`src/rtl/mdiv_pkg.sv`:
```
package mdiv_pkg;
    localparam int BYTE_W    = 8;
    localparam int DVD_W     = 32;
    localparam int DVS_W     = 16;
    localparam int DVD_BYTES = DVD_W / BYTE_W;
    localparam int DVS_BYTES = DVS_W / BYTE_W;
    localparam logic SEL_A   = 1'b0;
    localparam logic SEL_B   = 1'b1;

    typedef logic [BYTE_W-1:0] byte_t;
    typedef logic [DVD_W-1:0]  dvd_t;
    typedef logic [DVS_W-1:0]  dvs_t;

    typedef enum logic {ST_IDLE, ST_RUN} eng_state_e;

    // partial remainder and dividend/quotient shift register
    typedef struct packed {
        dvs_t rem;
        dvd_t quo;
    } work_t;

    // one restoring shift-subtract step
    function automatic work_t div_bit(work_t w, dvs_t d);
        logic [DVS_W:0] trial;
        work_t o;
        trial = {w.rem, w.quo[DVD_W-1]};
        o.quo = {w.quo[DVD_W-2:0], 1'b0};
        if (trial >= {1'b0, d}) begin
            trial    = trial - {1'b0, d};
            o.quo[0] = 1'b1;
        end
        o.rem = trial[DVS_W-1:0];
        return o;
    endfunction
endpackage

```
`src/rtl/mdiv_loader.sv`:
```
module mdiv_loader
    import mdiv_pkg::*;
(
    input  logic  clk,
    input  logic  rst,
    input  logic  wr_en,
    input  logic  port_sel,
    input  byte_t wr_data,
    input  logic  busy,
    output logic  start,
    output dvd_t  dividend,
    output dvs_t  divisor
);
    localparam int AP_W = $clog2(DVD_BYTES);
    localparam int BP_W = (DVS_BYTES > 1) ? $clog2(DVS_BYTES) : 1;
    localparam int LO_W = DVS_W - BYTE_W;

    logic [AP_W-1:0] a_ptr;
    logic [BP_W-1:0] b_ptr;
    dvd_t            dvd_q;
    logic [LO_W-1:0] dvs_lo_q;
    logic            wr_a, wr_b;

    assign wr_a     = wr_en && !busy && (port_sel == SEL_A);
    assign wr_b     = wr_en && !busy && (port_sel == SEL_B);
    assign start    = wr_b && (b_ptr == BP_W'(DVS_BYTES-1));
    assign dividend = dvd_q;
    assign divisor  = {wr_data, dvs_lo_q};

    always_ff @(posedge clk) begin
        if (rst) begin
            a_ptr    <= '0;
            b_ptr    <= '0;
            dvd_q    <= '0;
            dvs_lo_q <= '0;
        end else if (start) begin
            a_ptr <= '0;
            b_ptr <= '0;
        end else begin
            if (wr_a) begin
                if (a_ptr == '0) begin
                    dvd_q <= dvd_t'(wr_data);   // fresh sequence: upper bytes cleared
                end else begin
                    for (int k = 1; k < DVD_BYTES; k++)
                        if (a_ptr == AP_W'(k)) dvd_q[k*BYTE_W +: BYTE_W] <= wr_data;
                end
                a_ptr <= a_ptr + 1'b1;
            end
            if (wr_b) begin
                for (int k = 0; k < DVS_BYTES-1; k++)
                    if (b_ptr == BP_W'(k)) dvs_lo_q[k*BYTE_W +: BYTE_W] <= wr_data;
                b_ptr <= b_ptr + 1'b1;
            end
        end
    end
endmodule

```
`src/rtl/mdiv_engine.sv`:
```
module mdiv_engine
    import mdiv_pkg::*;
#(
    parameter int CLKS_PER_MC = 4,
    parameter int BUSY_MC     = 9,
    parameter int BITS_PER_MC = 4
) (
    input  logic clk,
    input  logic rst,
    input  logic start,
    input  dvd_t dividend,
    input  dvs_t divisor,
    output logic busy,
    output dvd_t quo,
    output dvs_t rem,
    output logic err
);
    localparam int STEPS = DVD_W / BITS_PER_MC;
    localparam int CK_W  = (CLKS_PER_MC > 1) ? $clog2(CLKS_PER_MC) : 1;
    localparam int MC_W  = $clog2(BUSY_MC + 1);

    if (STEPS > BUSY_MC || (DVD_W % BITS_PER_MC) != 0) begin : g_bad_cfg
        $error("mdiv_engine: step count does not fit the busy window");
    end

    eng_state_e      state;
    work_t           w_q, w_next;
    dvs_t            d_q, dvd_lo_q;
    logic            err_q;
    logic [CK_W-1:0] clk_cnt;
    logic [MC_W-1:0] mc_cnt;
    logic            mc_end;

    assign mc_end = (clk_cnt == CK_W'(CLKS_PER_MC-1));

    always_comb begin
        w_next = w_q;
        for (int k = 0; k < BITS_PER_MC; k++)
            w_next = div_bit(w_next, d_q);
    end

    always_ff @(posedge clk) begin
        if (rst) begin
            state    <= ST_IDLE;
            w_q      <= '0;
            d_q      <= '0;
            dvd_lo_q <= '0;
            err_q    <= 1'b0;
            clk_cnt  <= '0;
            mc_cnt   <= '0;
        end else if (state == ST_IDLE) begin
            if (start) begin
                state    <= ST_RUN;
                w_q.rem  <= '0;
                w_q.quo  <= dividend;
                d_q      <= divisor;
                dvd_lo_q <= dividend[DVS_W-1:0];
                err_q    <= (divisor == '0);
                clk_cnt  <= '0;
                mc_cnt   <= '0;
            end
        end else if (mc_end) begin
            clk_cnt <= '0;
            if (mc_cnt < MC_W'(STEPS)) w_q <= w_next;
            if (mc_cnt == MC_W'(BUSY_MC-1)) state  <= ST_IDLE;
            else                            mc_cnt <= mc_cnt + 1'b1;
        end else begin
            clk_cnt <= clk_cnt + 1'b1;
        end
    end

    assign busy = (state == ST_RUN);
    assign quo  = w_q.quo;
    assign rem  = err_q ? dvd_lo_q : w_q.rem;
    assign err  = err_q;
endmodule

```
`src/rtl/mdiv_reader.sv`:
```
module mdiv_reader
    import mdiv_pkg::*;
(
    input  logic  clk,
    input  logic  rst,
    input  logic  rd_en,
    input  logic  port_sel,
    input  logic  busy,
    input  logic  start,
    input  dvd_t  quo,
    input  dvs_t  rem,
    output byte_t rd_data
);
    localparam int AP_W = $clog2(DVD_BYTES);
    localparam int BP_W = (DVS_BYTES > 1) ? $clog2(DVS_BYTES) : 1;

    logic [AP_W-1:0] a_rptr;
    logic [BP_W-1:0] b_rptr;
    logic            rd_ok;

    assign rd_ok = rd_en && !busy;

    always_ff @(posedge clk) begin
        if (rst || start) begin
            a_rptr <= '0;
            b_rptr <= '0;
        end else if (rd_ok) begin
            if (port_sel == SEL_A) a_rptr <= a_rptr + 1'b1;
            else                   b_rptr <= b_rptr + 1'b1;
        end
    end

    // pointer 0 selects the most significant byte
    always_comb begin
        rd_data = '0;
        if (port_sel == SEL_A) begin
            for (int k = 0; k < DVD_BYTES; k++)
                if (a_rptr == AP_W'(k)) rd_data = quo[(DVD_BYTES-1-k)*BYTE_W +: BYTE_W];
        end else begin
            for (int k = 0; k < DVS_BYTES; k++)
                if (b_rptr == BP_W'(k)) rd_data = rem[(DVS_BYTES-1-k)*BYTE_W +: BYTE_W];
        end
    end
endmodule

```
`src/rtl/mdiv_unit.sv`:
```
module mdiv_unit
    import mdiv_pkg::*;
#(
    parameter int CLKS_PER_MC = 4,
    parameter int BUSY_MC     = 9,
    parameter int BITS_PER_MC = 4
) (
    input  logic       clk,
    input  logic       rst,
    input  logic       wr_en,
    input  logic       rd_en,
    input  logic       port_sel,
    input  logic [7:0] wr_data,
    output logic [7:0] rd_data,
    output logic       busy,
    output logic       div_err
);
    logic start_w;
    dvd_t dvd_w, quo_w;
    dvs_t dvs_w, rem_w;

    mdiv_loader u_load (
        .clk(clk), .rst(rst), .wr_en(wr_en), .port_sel(port_sel),
        .wr_data(wr_data), .busy(busy), .start(start_w),
        .dividend(dvd_w), .divisor(dvs_w)
    );

    mdiv_engine #(
        .CLKS_PER_MC(CLKS_PER_MC), .BUSY_MC(BUSY_MC), .BITS_PER_MC(BITS_PER_MC)
    ) u_eng (
        .clk(clk), .rst(rst), .start(start_w), .dividend(dvd_w), .divisor(dvs_w),
        .busy(busy), .quo(quo_w), .rem(rem_w), .err(div_err)
    );

    mdiv_reader u_read (
        .clk(clk), .rst(rst), .rd_en(rd_en), .port_sel(port_sel), .busy(busy),
        .start(start_w), .quo(quo_w), .rem(rem_w), .rd_data(rd_data)
    );
endmodule

```
`config.mk`:
```
export PLATFORM = sky130hd
export DESIGN_NAME = mdiv_unit
export DESIGN_NICKNAME = d
export VERILOG_FILES = /design/src/rtl/mdiv_pkg.sv /design/src/rtl/mdiv_loader.sv /design/src/rtl/mdiv_engine.sv /design/src/rtl/mdiv_reader.sv /design/src/rtl/mdiv_unit.sv
export SDC_FILE = /design/constraint.sdc
export NUM_CORES = 1
export LEC_CHECK = 0
export BUFFER_PORTS_ARGS = -buffer_cell sky130_fd_sc_hd__buf_2
export CORE_MARGIN = 2
export CORE_UTILIZATION = 52
export DETAILED_ROUTE_END_ITERATION = 7
export GPL_ROUTABILITY_DRIVEN = 0
export PLACE_DENSITY = 0.71
export SLEW_MARGIN = 5
export SYNTH_ARGS = -nofsm -noshare
export SYNTH_HDL_FRONTEND = slang
export SYNTH_HIERARCHICAL = 1
export SYNTH_SLANG_ARGS = --single-unit
```
`constraint.sdc`:
```
create_clock -name clk -period 9.05 [get_ports clk]
set_input_delay 1.3575 -clock clk [delete_from_list [all_inputs] [get_ports clk]]
set_output_delay 1.3575 -clock clk [all_outputs]
set_load 0.1 [all_outputs]
```
# After elaboration in Yosys (flattened, before gate mapping)
# Cells that the tools add are included.
# word_totals
ff_bits	134
inputBits	13
out_inout_bits	10
# classes
add_sub_neg	10
n_lt_le_gt_ge	5
eq_ne	11
n_mux	34
bitwise	4
reduce_logical	25
# ops
op	n
$mux W48	4
$mux W16	5
$mux W8	9
$ge A17 B16 Y1	4
$sub A16 B16 Y16	4
$mux W24	1
$reduce_and A3 Y1	7
$logic_not A16 Y1	1
$mux W4	4
$eq A2 B2 Y1 const B	5
$mux W1	8
$reduce_bool A2 Y1	4
$add A2 B1 Y2 const B	3
$mux W2	3
$ne A2 B2 Y1 const B	3
$reduce_and A2 Y1	3
$logic_and A1 B1 Y1	5
$add A4 B1 Y4 const B	1
$eq A2 B1 Y1 const B	2
$eq A4 B4 Y1 const B	1
$logic_not A2 Y1	2
$lt A4 B4 Y1 const B	1
$not A1 Y1	4
$add A1 B1 Y1 const B	2
3 further kinds	3

# Logic depth before layout (Yosys ltp)
# Gate-level depths: netlist (run 1).
# depth
word_depth	11
ltp_mapped	44
depth_no_buf	40

# By module
# The synthesis (run 1) kept the hierarchy.
# modules_own_cells
module	n_inst	cells_per_inst	area_each_um2	seq_area_each_um2
mdiv_engine	1	941	7526.0	1761.7
mdiv_loader	1	183	1846.8	860.8
mdiv_reader	1	68	669.4	60.1

# Least setup slack after synthesis (run 1)
# OpenSTA, ideal clock, no wires.
# synth_path
kind	reg2reg
startpoint	register u_eng.d_q[15]
endpoint	register u_eng/w_q[43] in the netlist's numbering
setup_ns	0.128
t_arrival_ns	9.674
required_ns	8.922
path_slack_ns	-0.753
path_stages_with_launch	43
path_buffers	5
period_less_slack_ns	9.803
cell_sequence	dfxtp_1 -> inv_1 -> ha_1 -> inv_1 -> or3_1 -> a221o_1 -> a41o_1 -> nand2_1 -> clkbuf_1 -> clkbuf_1 -> nand2_1 -> o21ai_0 -> inv_1 -> ha_1 -> nor2b_1 -> o31a_1 -> o21bai_1 -> nand3_1 -> (+7 left out) -> o2111ai_1 -> a31oi_1 -> nor3_1 -> o31ai_1 -> a221oi_4 -> buf_2 -> mux2_2 -> ha_1 -> o21ai_0 -> and4_1 -> o31ai_1 -> a2111oi_0 -> o21ai_0 -> nor2_1 -> mux2i_2 -> buf_6 -> mux2i_1 -> o21ai_0
# synth_between
elab_chain_cells	11
# synth_lines
item	line_no	text
from (decl)	mdiv_engine.sv:28	dvs_t d_q, dvd_lo_q;
from (signal assigned)	mdiv_engine.sv:56	d_q <= divisor;
$sub A16 B16 Y16 or $ge A17 B16 Y1 (tied branches)	mdiv_pkg.sv:29, mdiv_pkg.sv:28	
$mux W16	mdiv_pkg.sv:28	if (trial >= {1'b0, d}) begin
$ge A17 B16 Y1 or $sub A16 B16 Y16 (tied branches)	mdiv_pkg.sv:28, mdiv_pkg.sv:29	
$mux W16	mdiv_pkg.sv:28	
$sub A16 B16 Y16 or $ge A17 B16 Y1 (tied branches)	mdiv_pkg.sv:29, mdiv_pkg.sv:28	
$mux W16	mdiv_pkg.sv:28	
$sub A16 B16 Y16 or $ge A17 B16 Y1 (tied branches)	mdiv_pkg.sv:29, mdiv_pkg.sv:28	
$mux W16 (*)	mdiv_pkg.sv:28	
$mux W48 (*)	mdiv_engine.sv:64	if (mc_cnt < MC_W'(STEPS)) w_q <= w_next;
$mux W48 (*)	mdiv_engine.sv:62	end else if (mc_end) begin
$mux W48 (*)	mdiv_engine.sv:51	end else if (state == ST_IDLE) begin
to (signal assigned)	mdiv_engine.sv:64	
to (decl)	mdiv_engine.sv:27	work_t w_q, w_next;
# Every way passes the cells marked *; elsewhere a longest branch is shown, timed or not. The select of a mux whose other input is x is not followed.
# A chain may end at the register's enable or synchronous reset.

# Final worst setup path (run 1)
# layout_path
startpoint	register u_eng.d_q[8]
endpoint	register u_eng/w_q[46] in the netlist's numbering
# layout_between
elab_chain_cells	11
# layout_lines
item	line_no
$sub A16 B16 Y16 or $ge A17 B16 Y1 (tied branches)	mdiv_pkg.sv:29, mdiv_pkg.sv:28
$mux W16	mdiv_pkg.sv:28
$sub A16 B16 Y16 or $ge A17 B16 Y1 (tied branches)	mdiv_pkg.sv:29, mdiv_pkg.sv:28
$mux W16	mdiv_pkg.sv:28
$sub A16 B16 Y16 or $ge A17 B16 Y1 (tied branches)	mdiv_pkg.sv:29, mdiv_pkg.sv:28
$mux W16	mdiv_pkg.sv:28
$sub A16 B16 Y16 or $ge A17 B16 Y1 (tied branches)	mdiv_pkg.sv:29, mdiv_pkg.sv:28
$mux W16 (*)	mdiv_pkg.sv:28
$mux W48 (*)	mdiv_engine.sv:64
$mux W48 (*)	mdiv_engine.sv:62
$mux W48 (*)	mdiv_engine.sv:51
# Marked as above.

==> reports/metrics.yaml, run 1 <==
sta:
  min_period_ps: 8820
  fin_crit_sh: 0.974
  timing.max_slew.rel_slack: 0.195
  tns_ps: 0
  finalHoldViolations: 0
  timing.final.ws_setup_ps: 234
  fmaxAchievable_mhz: 113
  finalMaxSlewViolations: 0
  final-setup-viol-count: 0
  max_slew.worst_pin.slew_ps: 1190
  fin_worst_skew_ps: 11.0
routing:
  detail_route.first_pass.iterations: 7
  drt_drc_violations_left: 0
  detail_route.iter0.violations: 1066
  avgRoutedWirePerCell_um: 19.3
  routed_via_density: 6.03
  wl_um: 29300
  vias: 9159
  drt.antenna.violating_nets: 0
logic_synthesis:
  synthesis.instances: 1192
  ys_warn_count: 6
  portion_of_the_post_synthesis_area_used_by_sequential_elements: 0.267
  postSynthRegisterBits: 134
  synth_area_per_cell_um2: 8.42
  postSynthNetCount: 1283
  synth-edff-count: 0
  total_standard_cell_area_after_synthesis_um2: 10000
  yosys_most_used_dff: "sky130_fd_sc_hd__dfxtp_1"
  yosysUniqueCellTypes: 79
  synth_async_sr_flop_share: 0
global_routing:
  grt_pass1_wl_um: 44500
  first_global_vias: 8475
  maximum_number_of_pins_on_one_net_before_global_route_repair: 85
  number_of_antenna_violations_at_the_first_check_in_global_routing: 0
  track_usage: 0.278
  grt-ovfl-total: 0
placement:
  dpl_cell_area_um2: 10700
  place_ws_ps: -152
  place.port_buffers: 22
  detailed_place_hpwl_um: 21200
power_and_ir_drop:
  pwr-share-comb: 0.763
  seq_power_share: 0.111
  power_switching_mw: 2.49
  clockPowerShare: 0.126
  peakVddDrop_mv: 0.674
  power_leakage_nw: 4.79
  switching_share: 0.447
  power_density_nw_per_um2: 468
  p_int_mw: 3.08
cts:
  cts-root-to-sink-buffers: 2
  clkSlewWorstSetupHoldPaths_ps: 60
  clock_latency_ps: 420
  tritoncts: "done"
  htreeDepth: 4
  ctsRootBufferMaster: "sky130_fd_sc_hd__clkbuf_16"
  cts-hold-fix-buffers: 0
  cts_buffers: 17
  numClockSinks: 134
worst_setup_path:
  cp_max_fanout: 8
  critical_path_startpoint_category: "register"
  crit_arrival_ps: 9100
  timing.critical_path.mode_cell: "sky130_fd_sc_hd__buf_4"
  worst_path_max_delay_cell: "sky130_fd_sc_hd__or4_4"
  timing.critical_path.to_type: "register"
  criticalPathCategory: "reg -> reg"
  cpPeakStageDelay_ps: 430
  timing.rr.start: "u_eng/d_q[8]$_SDFFE_PP0P_"
  timing.rr.end: "u_eng/w_q[46]$_SDFFE_PP0P_"
  worst_reg_to_reg_path_cell_count: 43
  timing.reg2reg.setup_slack_ps: 230
  cp_data_required_time_ps: 9340
finish:
  syn_to_final_growth_pct: 18.5
  post_route_cells_drive_above_1_share: 0.274
  layout.cells.most_common_list: "sky130_fd_sc_hd__nand2_1, sky130_fd_sc_hd__dfxtp_1, sky130_fd_sc_hd__buf_4"
  fillers: 1522
  antenna_cells: 0
  layout.cells.most_common: "sky130_fd_sc_hd__nand2_1"
  layout.nets: 1338
  design_area_um2: 11900
die:
  initial_utilization: 0.533
  ioPinCount: 23
  floorplan.rows: 50
  coreArea_um2: 18800
  die-area_um2: 20400
  dieWidth_um: 143
  die_span_in_y_um: 143
min_path:
  timing.hold.worst_path_depth: 2
  hold_class: "reg -> reg"
  hold_end: "u_eng/dvd_lo_q[1]$_SDFFE_PP0P_"
  min-delay-start: "u_eng/dvd_lo_q[1]$_SDFFE_PP0P_"
status:
  outcome: "completed"
run:
  max-cap-violations: 0
flip-flops by register name, summed over array words and instances (netlist names), 2 cells and up:
signal and cells:
u_eng/quo 32, u_load/dvs_lo_q 8, u_eng/w_q 16, u_eng/dvd_lo_q 16, u_load/a_ptr 2, u_load/dividend 32, u_eng/mc_cnt 4, u_eng/clk_cnt 2
u_read/a_rptr 2, u_eng/d_q 16
metal layers:
layer	vias up	track usage	part of all wire
li1	4345	-	-
met1	4371	0.389	0.45
met2	370	0.418	0.45
met3	73	0.0547	0.070
met4	0	0.117	0.039
met5	-	0	0
cell families after synthesis:
group                    after synthesis  share of synthesized area
XOR/XNOR                              52                     0.0454
buffers and inverters                141                     0.0739
multiplexers                         127                      0.134
flip-flops                           134                      0.267
AND/OR/NAND/NOR                      366                      0.180
adder cells (fa/ha/maj)               78                      0.100
AO/OA/AOI/OAI                        294                      0.200
worst max-delay path: cells and delay by family, from the launching register on:
kind | cells | cell delay [ps]
simple gates | 12 | 2640
flops | 1 | 330
fa+ha+maj | 4 | 1000
buf+inv | 10 | 1260
mux | 4 | 960
compound gates | 13 | 2480
power groups by stage:
stage	clock network, mW	registers, mW	logic (mW)
6_report	0.704	0.617	4.25
2_1_floorplan	0	0.625	2.56
5_1_grt	0.735	0.619	4.53
4_1_cts	0.706	0.617	3.52
3_5_place_dp	0	0.630	3.29
3_3_place_gp	0	0.629	3.25
area by class of cell:
| cell class | instances | area (µm²) | share of cell area |
|---|---|---|---|
| tap | 260 | 325 | 0.0273 |
| clock inverter | 8 | 124 | 0.0104 |
| clock buffer | 22 | 474 | 0.0399 |
| sequential | 134 | 2690 | 0.226 |
| inverter | 44 | 165 | 0.0139 |
| timing repair buffer | 132 | 1000 | 0.0840 |
| multi-input combinational | 918 | 7120 | 0.598 |
cells in the mapped netlist, types with 9 or more instances:
cell type | n | area share
sky130_fd_sc_hd__mux2_2 | 55 | 0.062
sky130_fd_sc_hd__xor2_1 | 19 | 0.017
sky130_fd_sc_hd__inv_1 | 44 | 0.016
sky130_fd_sc_hd__o21ai_0 | 44 | 0.022
sky130_fd_sc_hd__buf_4 | 41 | 0.031
sky130_fd_sc_hd__a21o_1 | 21 | 0.016
sky130_fd_sc_hd__nor3_1 | 22 | 0.011
sky130_fd_sc_hd__nand4_1 | 12 | 0.0075
sky130_fd_sc_hd__xnor2_1 | 33 | 0.029
sky130_fd_sc_hd__nor2_1 | 85 | 0.032
sky130_fd_sc_hd__mux2i_1 | 71 | 0.071
sky130_fd_sc_hd__ha_1 | 74 | 0.092
sky130_fd_sc_hd__nand3b_1 | 9 | 0.0067
sky130_fd_sc_hd__a211oi_1 | 32 | 0.024
sky130_fd_sc_hd__nand2_1 | 140 | 0.052
sky130_fd_sc_hd__a21oi_1 | 103 | 0.051
sky130_fd_sc_hd__nand2b_1 | 25 | 0.016
sky130_fd_sc_hd__nor2b_1 | 15 | 0.0093
sky130_fd_sc_hd__clkbuf_1 | 42 | 0.016
sky130_fd_sc_hd__o21ai_2 | 10 | 0.0087
sky130_fd_sc_hd__dfxtp_1 | 134 | 0.27
worst max-delay path by stage:
stage / startpoint / endpoint / slack [ps] / depth (start not counted)
after CTS: u_eng/d_q[7]$_SDFFE_PP0P_ / u_eng/w_q[43]$_SDFFE_PP0P_ / 3 / 42
after floorplan: u_eng/d_q[13]$_SDFFE_PP0P_ / u_eng/w_q[33]$_SDFFE_PP0P_ / 10 / 43
after detailed placement: u_eng/d_q[8]$_SDFFE_PP0P_ / u_eng/w_q[43]$_SDFFE_PP0P_ / -150 / 40
after global routing: u_eng/w_q[36]$_SDFFE_PP0P_ / u_eng/w_q[46]$_SDFFE_PP0P_ / -110 / 40
final: u_eng/d_q[8]$_SDFFE_PP0P_ / u_eng/w_q[46]$_SDFFE_PP0P_ / 230 / 43
after global placement: u_eng/d_q[8]$_SDFFE_PP0P_ / u_eng/w_q[46]$_SDFFE_PP0P_ / 60 / 39
through the flow:
step | hold slack, ps | power (mW) | utilization | std cells
after global routing | 467 | 5.88 | 0.632 | 1518
after detailed placement | 447 | 3.92 | 0.567 | 1472
final | 453 | 5.57 | 0.632 | 1518
after floorplan | 433 | 3.19 | - | 1192
after CTS | 454 | 4.84 | 0.603 | 1506
after global placement | 440 | 3.88 | 0.567 | 1472
repair_timing:
action                                  in CTS  in global routing
buffers inserted                             3                 11
resized for setup                           10                 89
endpoints found under the setup margin      16                 17
cloned                                       1                  1
pin swaps                                    2                 29
(Power assumes the default switching activity.)
==> run 2: changes to the inputs <==
- GPL_TIMING_DRIVEN: not set -> 0
- MAX_ROUTING_LAYER: not set -> met4
- SYNTH_HIERARCHICAL: 1 -> not set
==> run 2 against run 1 <==
Synthesized cell count rose by 0.92%. Hold slack lost 0.72 ps. Sequential power is 0.6% lower. Clock-buffer cell count fell by 2. Critical path depth down 3. Worst setup slack worse by 240 ps. Routed wire length grew 7.7%. Non-clock buffer count increased by 18. Design area decreased by 0.47%. First-iteration DRC count shrank 16%. Area after synthesis fell by 5.3%. The flow now finishes with violations (setup timing). Register-to-register slack lost 240 ps.
==> reports/metrics.yaml, run 2 <==
finish:
  syn_to_final_growth_pct: 24.6
  design_area_um2: 11800  # -0.47%
  layout.cells.most_common: "sky130_fd_sc_hd__nand2_1"
  antenna_cells: 0  # unchanged
  post_route_cells_drive_above_1_share: 0.227  # -0.0471
  layout.cells.most_common_list: "sky130_fd_sc_hd__nand2_1, sky130_fd_sc_hd__nor2_1, sky130_fd_sc_hd__a21oi_1"
  layout.nets: 1403  # +4.9%
logic_synthesis:
  ys_warn_count: 0  # -6
  yosysUniqueCellTypes: 65  # -18%
  yosys.cell_count.top_type: "sky130_fd_sc_hd__nand2_1"
  postSynthNetCount: 1294  # +0.86%
  yosys_most_used_dff: "sky130_fd_sc_hd__dfxtp_1"
  postSynthRegisterBits: 134  # unchanged
  netlist_top_cells_area: "sky130_fd_sc_hd__dfxtp_1, sky130_fd_sc_hd__ha_1, sky130_fd_sc_hd__a21oi_1"
  synth-edff-count: 0  # unchanged
  portion_of_the_post_synthesis_area_used_by_sequential_elements: 0.282  # +0.0151
  yosysTopAreaCellShare: 0.282  # +0.0151
  synth_async_sr_flop_share: 0  # unchanged
  synth_area_per_cell_um2: 7.90  # -6.2%
  synth_commonest_cells: "sky130_fd_sc_hd__nand2_1, sky130_fd_sc_hd__a21oi_1, sky130_fd_sc_hd__dfxtp_1, sky130_fd_sc_hd__nor2_1, sky130_fd_sc_hd__ha_1"
  synthesis.instances: 1203  # +0.92%
  total_standard_cell_area_after_synthesis_um2: 9510  # -5.3%
  cell_taking_the_most_area_after_synthesis: "sky130_fd_sc_hd__dfxtp_1"
placement:
  place.port_buffers: 20  # -9.1%
  dpl_cell_area_um2: 9920  # -7.2%
  detailed_place_hpwl_um: 21900  # +3.3%
  place_ws_ps: -1530  # -1380 ps
die:
  coreArea_um2: 18000  # -4.6%
  die_span_in_y_um: 139  # -2.6%
  ioPinCount: 23  # unchanged
  initial_utilization: 0.529  # -0.00414
  floorplan.rows: 49  # -2.0%
  dieWidth_um: 139  # -2.6%
  die-area_um2: 19400  # -5.2%
global_routing:
  first_global_vias: 9078  # +7.1%
  number_of_antenna_violations_at_the_first_check_in_global_routing: 0  # unchanged
  maximum_number_of_pins_on_one_net_before_global_route_repair: 17  # -80%
  grt-ovfl-total: 0  # unchanged
  track_usage: 0.321  # +0.0426
  grt_pass1_wl_um: 47800  # +7.4%
worst_setup_path:
  worst_path_max_delay_cell: "sky130_fd_sc_hd__mux2_2"
  worstSetupEndpoint: "u_eng.w_q[41]$_SDFFE_PP0P_"
  timing.rr.end: "u_eng.w_q[41]$_SDFFE_PP0P_"
  startpoint: "u_eng.d_q[2]$_SDFFE_PP0P_"
  criticalPathCategory: "reg -> reg"
  critical_path_startpoint_category: "register"
  crit_arrival_ps: 9340  # +240 ps
  timing.critical_path.depth: 40  # -7.0%
  crit_buf_inv: 4  # -6
  crit_family: "compound AO/OA/AOI/OAI gates"
  timing.rr.start: "u_eng.d_q[2]$_SDFFE_PP0P_"
  worst_reg_to_reg_path_cell_count: 40  # -7.0%
  timing.reg2reg.setup_slack_ps: -6  # -240 ps
  timing.critical_path.mode_cell: "sky130_fd_sc_hd__o21a_1"
  cpPeakStageDelay_ps: 400  # -30 ps
  timing.critical_path.to_type: "register"
  cp_max_fanout: 10  # +2
  cp_data_required_time_ps: 9340  # about the same
sta:
  timing.final.ws_setup_ps: -6.08  # -240 ps
  fin_crit_sh: 1.00  # +0.0265
  max_slew.worst_pin.slew_ps: 957  # -233 ps
  min_period_ps: 9060  # +240 ps
  final-setup-viol-count: 1  # +1
  rsz_0062_raised_after_global_routing: "true"
  finalMaxSlewViolations: 0  # unchanged
  fmaxAchievable_mhz: 110  # -2.6%
  fin_worst_skew_ps: 12.5  # +1.57 ps
  finalHoldViolations: 0  # unchanged
  timing.max_slew.rel_slack: 0.360  # +0.165
cts:
  clock_latency_ps: 420  # about the same
  numClockSinks: 134  # unchanged
  cts-root-to-sink-buffers: 2  # unchanged
  tritoncts: "done"
  htreeDepth: 4  # unchanged
  cts_buffers: 17  # unchanged
  ctsRootBufferMaster: "sky130_fd_sc_hd__clkbuf_16"
  clkSlewWorstSetupHoldPaths_ps: 60  # about the same
  cts-hold-fix-buffers: 0  # unchanged
min_path:
  hold_class: "reg -> reg"
power_and_ir_drop:
  peakVddDrop_mv: 0.406  # -40%
  power_density_nw_per_um2: 384  # -18%
  power_leakage_nw: 4.48  # -6.5%
routing:
  detail_route.first_pass.iterations: 5  # -2
  avgRoutedWirePerCell_um: 20.3  # +5.2%
  vias: 9659  # +5.5%
  routed_via_density: 6.22  # +3.0%
  drt_drc_violations_left: 0  # unchanged
  detail_route.iter0.violations: 897  # -16%
  drt.antenna.violating_nets: 0  # unchanged
  wl_um: 31500  # +7.7%
status:
  violations_in_the_final_reports: "setup timing"
  outcome: "finished with violations"
run:
  max-cap-violations: 0  # unchanged
==> run 2: how the worst min path moves through the flow <==
stage / start / end / slack [ps] / depth (start not counted)
global placement: u_eng.dvd_lo_q[4]$_SDFFE_PP0P_ / u_eng.dvd_lo_q[4]$_SDFFE_PP0P_ / 440 / 2
global route: u_eng.dvd_lo_q[10]$_SDFFE_PP0P_ / u_eng.dvd_lo_q[10]$_SDFFE_PP0P_ / 460 / 2
floorplan: u_eng.dvd_lo_q[10]$_SDFFE_PP0P_ / u_eng.dvd_lo_q[10]$_SDFFE_PP0P_ / 430 / 2
finish: u_eng.dvd_lo_q[10]$_SDFFE_PP0P_ / u_eng.dvd_lo_q[10]$_SDFFE_PP0P_ / 450 / 2
detailed placement: u_eng.dvd_lo_q[10]$_SDFFE_PP0P_ / u_eng.dvd_lo_q[10]$_SDFFE_PP0P_ / 440 / 2
CTS: u_eng.dvd_lo_q[10]$_SDFFE_PP0P_ / u_eng.dvd_lo_q[10]$_SDFFE_PP0P_ / 450 / 2
==> run 2: logic make-up (layout without fill, tap and decap cells) <==
group                    after synthesis  after routing  synth area share
multiplexers                          89             89             0.109
AND/OR/NAND/NOR                      415            415             0.192
AO/OA/AOI/OAI                        330            330             0.216
flip-flops                           134            134             0.282
XOR/XNOR                              53             53            0.0488
buffers and inverters                104            226            0.0457
adder cells (fa/ha/maj)               78             78             0.106
==> run 2: through the flow <==
stage	std cells	util	setup TNS (ps)	total power, mW	hold slack (ps)
finish	1554	0.659	-6.08	4.55	452
global route	1554	0.659	-3460	4.73	464
CTS	1531	0.634	0	4.16	451
detailed placement	1452	0.552	-23320	3.00	443
global placement	1452	0.552	-22570	2.98	438
floorplan	1203	-	0	2.51	433
==> run 2: routing by layer <==
metal | track usage | wire, µm
met4 | 0.110 | 1120
met3 | 0.0749 | 3290
met1 | 0.430 | 13400
met2 | 0.477 | 13700
met5 | - | 0
==> run 2: layout make-up <==
cell class | count | area [µm²]
clock buffers | 20 | 457
well taps | 229 | 287
flip-flops and latches | 134 | 2710
repair buffers | 93 | 676
clock inverters | 12 | 143
fillers | 1402 | 6120
plain buffers | 57 | 280
multi-input cells | 965 | 7100
inverters | 44 | 196
==> run 2: timing repair <==
action,CTS,global route
gates cloned,1,0
setup endpoints to repair,17,17
pin swaps,31,32
buffers inserted,47,26
gates resized for setup,100,62
==> run 2: worst min-delay path, delay by kind of cell (launching register included) <==
kind | cells | cell delay, ps
and+or+nand+nor | 1 | 50
AOI/OAI and AO/OA | 1 | 50
DFF | 1 | 300
==> run 2: power breakdown <==
part / internal [mW] / total (mW) / switching, mW
registers: 0.602 / 0.613 / 0.0117
logic: 1.57 / 3.24 / 1.67
clock network: 0.424 / 0.695 / 0.271
total: 2.59 / 4.55 / 1.96
==> run 3: changes to the inputs <==
- CORE_MARGIN: 2 -> not set
- RECOVER_POWER: not set -> 50
==> run 3 against run 2 <==
Utilization is 0.49 points lower. Largest cell class unchanged. Via count is 1.1% higher. The run still ends with setup timing left. Sequential share of layout area is 0.14 points higher. Critical endpoint is now u_eng.w_q[43]$_SDFFE_PP0P_. Clock power is 8.9% lower. Critical path depth is 3 higher. Largest power group unchanged. Final cell count is 0.45% higher. Non-clock buffer count is 7 higher.
==> reports/metrics.yaml, run 3 (synthesized netlist as in run 2, its figures left out) <==
die:
  dieWidth_um: 137  # -1.4%
  initial_utilization: 0.529  # unchanged
  die_span_in_y_um: 137  # -1.4%
  die-area_um2: 18800  # -2.9%
  coreArea_um2: 18000  # unchanged
  ioPinCount: 23  # unchanged
  floorplan.rows: 49  # unchanged
global_routing:
  maximum_number_of_pins_on_one_net_before_global_route_repair: 17  # unchanged
  grt-ovfl-total: 0  # unchanged
  first_global_vias: 8677  # -4.4%
  grt_pass1_wl_um: 46400  # -3.0%
  number_of_antenna_violations_at_the_first_check_in_global_routing: 0  # unchanged
  track_usage: 0.337  # +0.0161
sta:
  timing.max_slew.rel_slack: 0.234  # -0.127
  fin_worst_skew_ps: 14.1  # +1.54 ps
  fin_crit_sh: 1.06  # +0.0603
  rsz_0062_raised_after_global_routing: "true"
  max_slew.worst_pin.slew_ps: 1150  # +197 ps
  finalMaxSlewViolations: 0  # unchanged
  final-setup-viol-count: 17  # +16
  finalHoldViolations: 0  # unchanged
  fmaxAchievable_mhz: 104  # -5.7%
  timing.final.ws_setup_ps: -552  # -546 ps
  min_period_ps: 9600  # +546 ps
placement:
  placed_cells: 1452  # unchanged
  dpl_cell_area_um2: 9920  # unchanged
  detailed_place_hpwl_um: 21800  # -0.44%
  place_ws_ps: -1520  # +16.3 ps
  place.port_buffers: 20  # unchanged
finish:
  layout.cells.most_common: "sky130_fd_sc_hd__nand2_1"
  design_area_um2: 11800  # -0.75%
  finish.utilization: 0.654  # -0.00494
  layout.cells.most_common_list: "sky130_fd_sc_hd__nand2_1, sky130_fd_sc_hd__nor2_1, sky130_fd_sc_hd__a21oi_1"
  fillers: 1429  # +1.9%
  antenna_cells: 0  # unchanged
  syn_to_final_growth_pct: 23.7
  layout.nets: 1410  # +0.50%
  post_route_cells_drive_above_1_share: 0.225  # -0.00194
  post_layout_cell_count: 1561  # +0.45%
power_and_ir_drop:
  seq_power_share: 0.133  # -0.002
  power_leakage_nw: 4.48  # about the same
  pwr-share-comb: 0.729  # +0.017
  power_switching_mw: 2.00  # +2.5%
  peakVddDrop_mv: 0.383  # -5.8%
  clockPowerShare: 0.138  # -0.015
  totalPowerFinal_mw: 4.60  # +1.1%
  power_density_nw_per_um2: 391  # +1.9%
  switching_share: 0.436  # +0.00587
  p_int_mw: 2.59  # about the same
routing:
  detail_route.first_pass.iterations: 6  # +1
  routed_via_density: 6.26  # +0.69%
  drt_drc_violations_left: 0  # unchanged
  wl_um: 31800  # +1.1%
  vias: 9769  # +1.1%
  avgRoutedWirePerCell_um: 20.4  # +0.60%
  drt.antenna.violating_nets: 0  # unchanged
  detail_route.iter0.violations: 938  # +4.6%
worst_setup_path:
  worst_path_max_delay_cell: "sky130_fd_sc_hd__o21ai_0"
  crit_arrival_ps: 9890  # +550 ps
  criticalPathCategory: "reg -> reg"
  cpPeakStageDelay_ps: 460  # +60 ps
  cp_max_fanout: 7  # -3
  cp_data_required_time_ps: 9340  # about the same
  timing.critical_path.to_type: "register"
  critical_path_startpoint_category: "register"
status:
  violations_in_the_final_reports: "setup timing"
  outcome: "finished with violations"
cts:
  tritoncts: "done"
  ctsRootBufferMaster: "sky130_fd_sc_hd__clkbuf_16"
  clkSlewWorstSetupHoldPaths_ps: 70  # about the same
  cts-hold-fix-buffers: 0  # unchanged
  htreeDepth: 4  # unchanged
  cts_buffers: 17  # unchanged
  clock_latency_ps: 430  # about the same
  numClockSinks: 134  # unchanged
  cts-root-to-sink-buffers: 2  # unchanged
min_path:
  hold_class: "reg -> reg"
run:
  max-cap-violations: 0  # unchanged
-- run 3: cell count changes in the layout (fill, tap and decap cells not counted), moves of 3 or more --
cell / change
sky130_fd_sc_hd__clkinv_2: +3
sky130_fd_sc_hd__mux2i_2: -3
sky130_fd_sc_hd__o21ai_1: -3
sky130_fd_sc_hd__buf_4: +7
-- run 3: path summary, 6_finish.rpt --
path,from,end,slack (ps),cells past startpoint
worst min-delay path,u_load.dividend[31]$_SDFFE_PP0P_,u_load.dividend[31]$_SDFFE_PP0P_,450,2
worst max-delay path,u_eng.d_q[12]$_SDFFE_PP0P_,u_eng.w_q[43]$_SDFFE_PP0P_,-550,43
worst max register to register,u_eng.d_q[12]$_SDFFE_PP0P_,u_eng.w_q[43]$_SDFFE_PP0P_,-550,43
worst min register to register,u_load.dividend[31]$_SDFFE_PP0P_,u_load.dividend[31]$_SDFFE_PP0P_,450,2
-- run 3: layout make-up --
cell class	count	area (µm²)	area share
Multi-Input combinational cell	965	7050	0.600
Sequential cell	134	2700	0.230
Timing Repair Buffer	100	709	0.0604
Clock buffer	19	443	0.0377
Tap cell	229	287	0.0244
Buffer	57	275	0.0234
Inverter	44	191	0.0163
Clock inverter	13	97.6	0.00830
-- run 3: metrics by stage --
| stage | hold slack, ps | TNS [ps] |
|---|---|---|
| detailed placement | 445 | -23090 |
| global placement | 441 | -22500 |
| finish | 453 | -8190 |
| global route | 462 | -11530 |
| floorplan | 433 | 0 |
| CTS | 453 | 0 |
-- run 3: metal layers --
metal | global-route usage | up-vias | share of wire
met5 | - | - | 0
met4 | 0.117 | 0 | 0.045
met3 | 0.0625 | 134 | 0.094
met2 | 0.500 | 541 | 0.44
met1 | 0.457 | 4590 | 0.42
li1 | - | 4504 | -
-- run 3: critical path: cells and delay by family (launching register included) --
kind / cells / cell delay, ps
adders and majority gates: 4 / 1090
buffers and inverters: 7 / 980
DFF: 1 / 360
muxes: 2 / 630
AOI/OAI and AO/OA: 23 / 5230
and+or+nand+nor: 7 / 1130
-- run 3: what timing repair did --
item,CTS,global route
hold endpoints to repair,0,0
buffers inserted,40,40
endpoints found under the setup margin,17,17
pin swaps,21,47
gates resized for setup,75,78
-- run 3: power by group through the flow --
stage,logic (mW),clock network [mW],registers (mW)
after detailed placement,2.37,0,0.626
after CTS,2.82,0.633,0.613
after global placement,2.35,0,0.625
final,3.35,0.633,0.614
after floorplan,1.89,0,0.623
after global routing,3.49,0.662,0.615
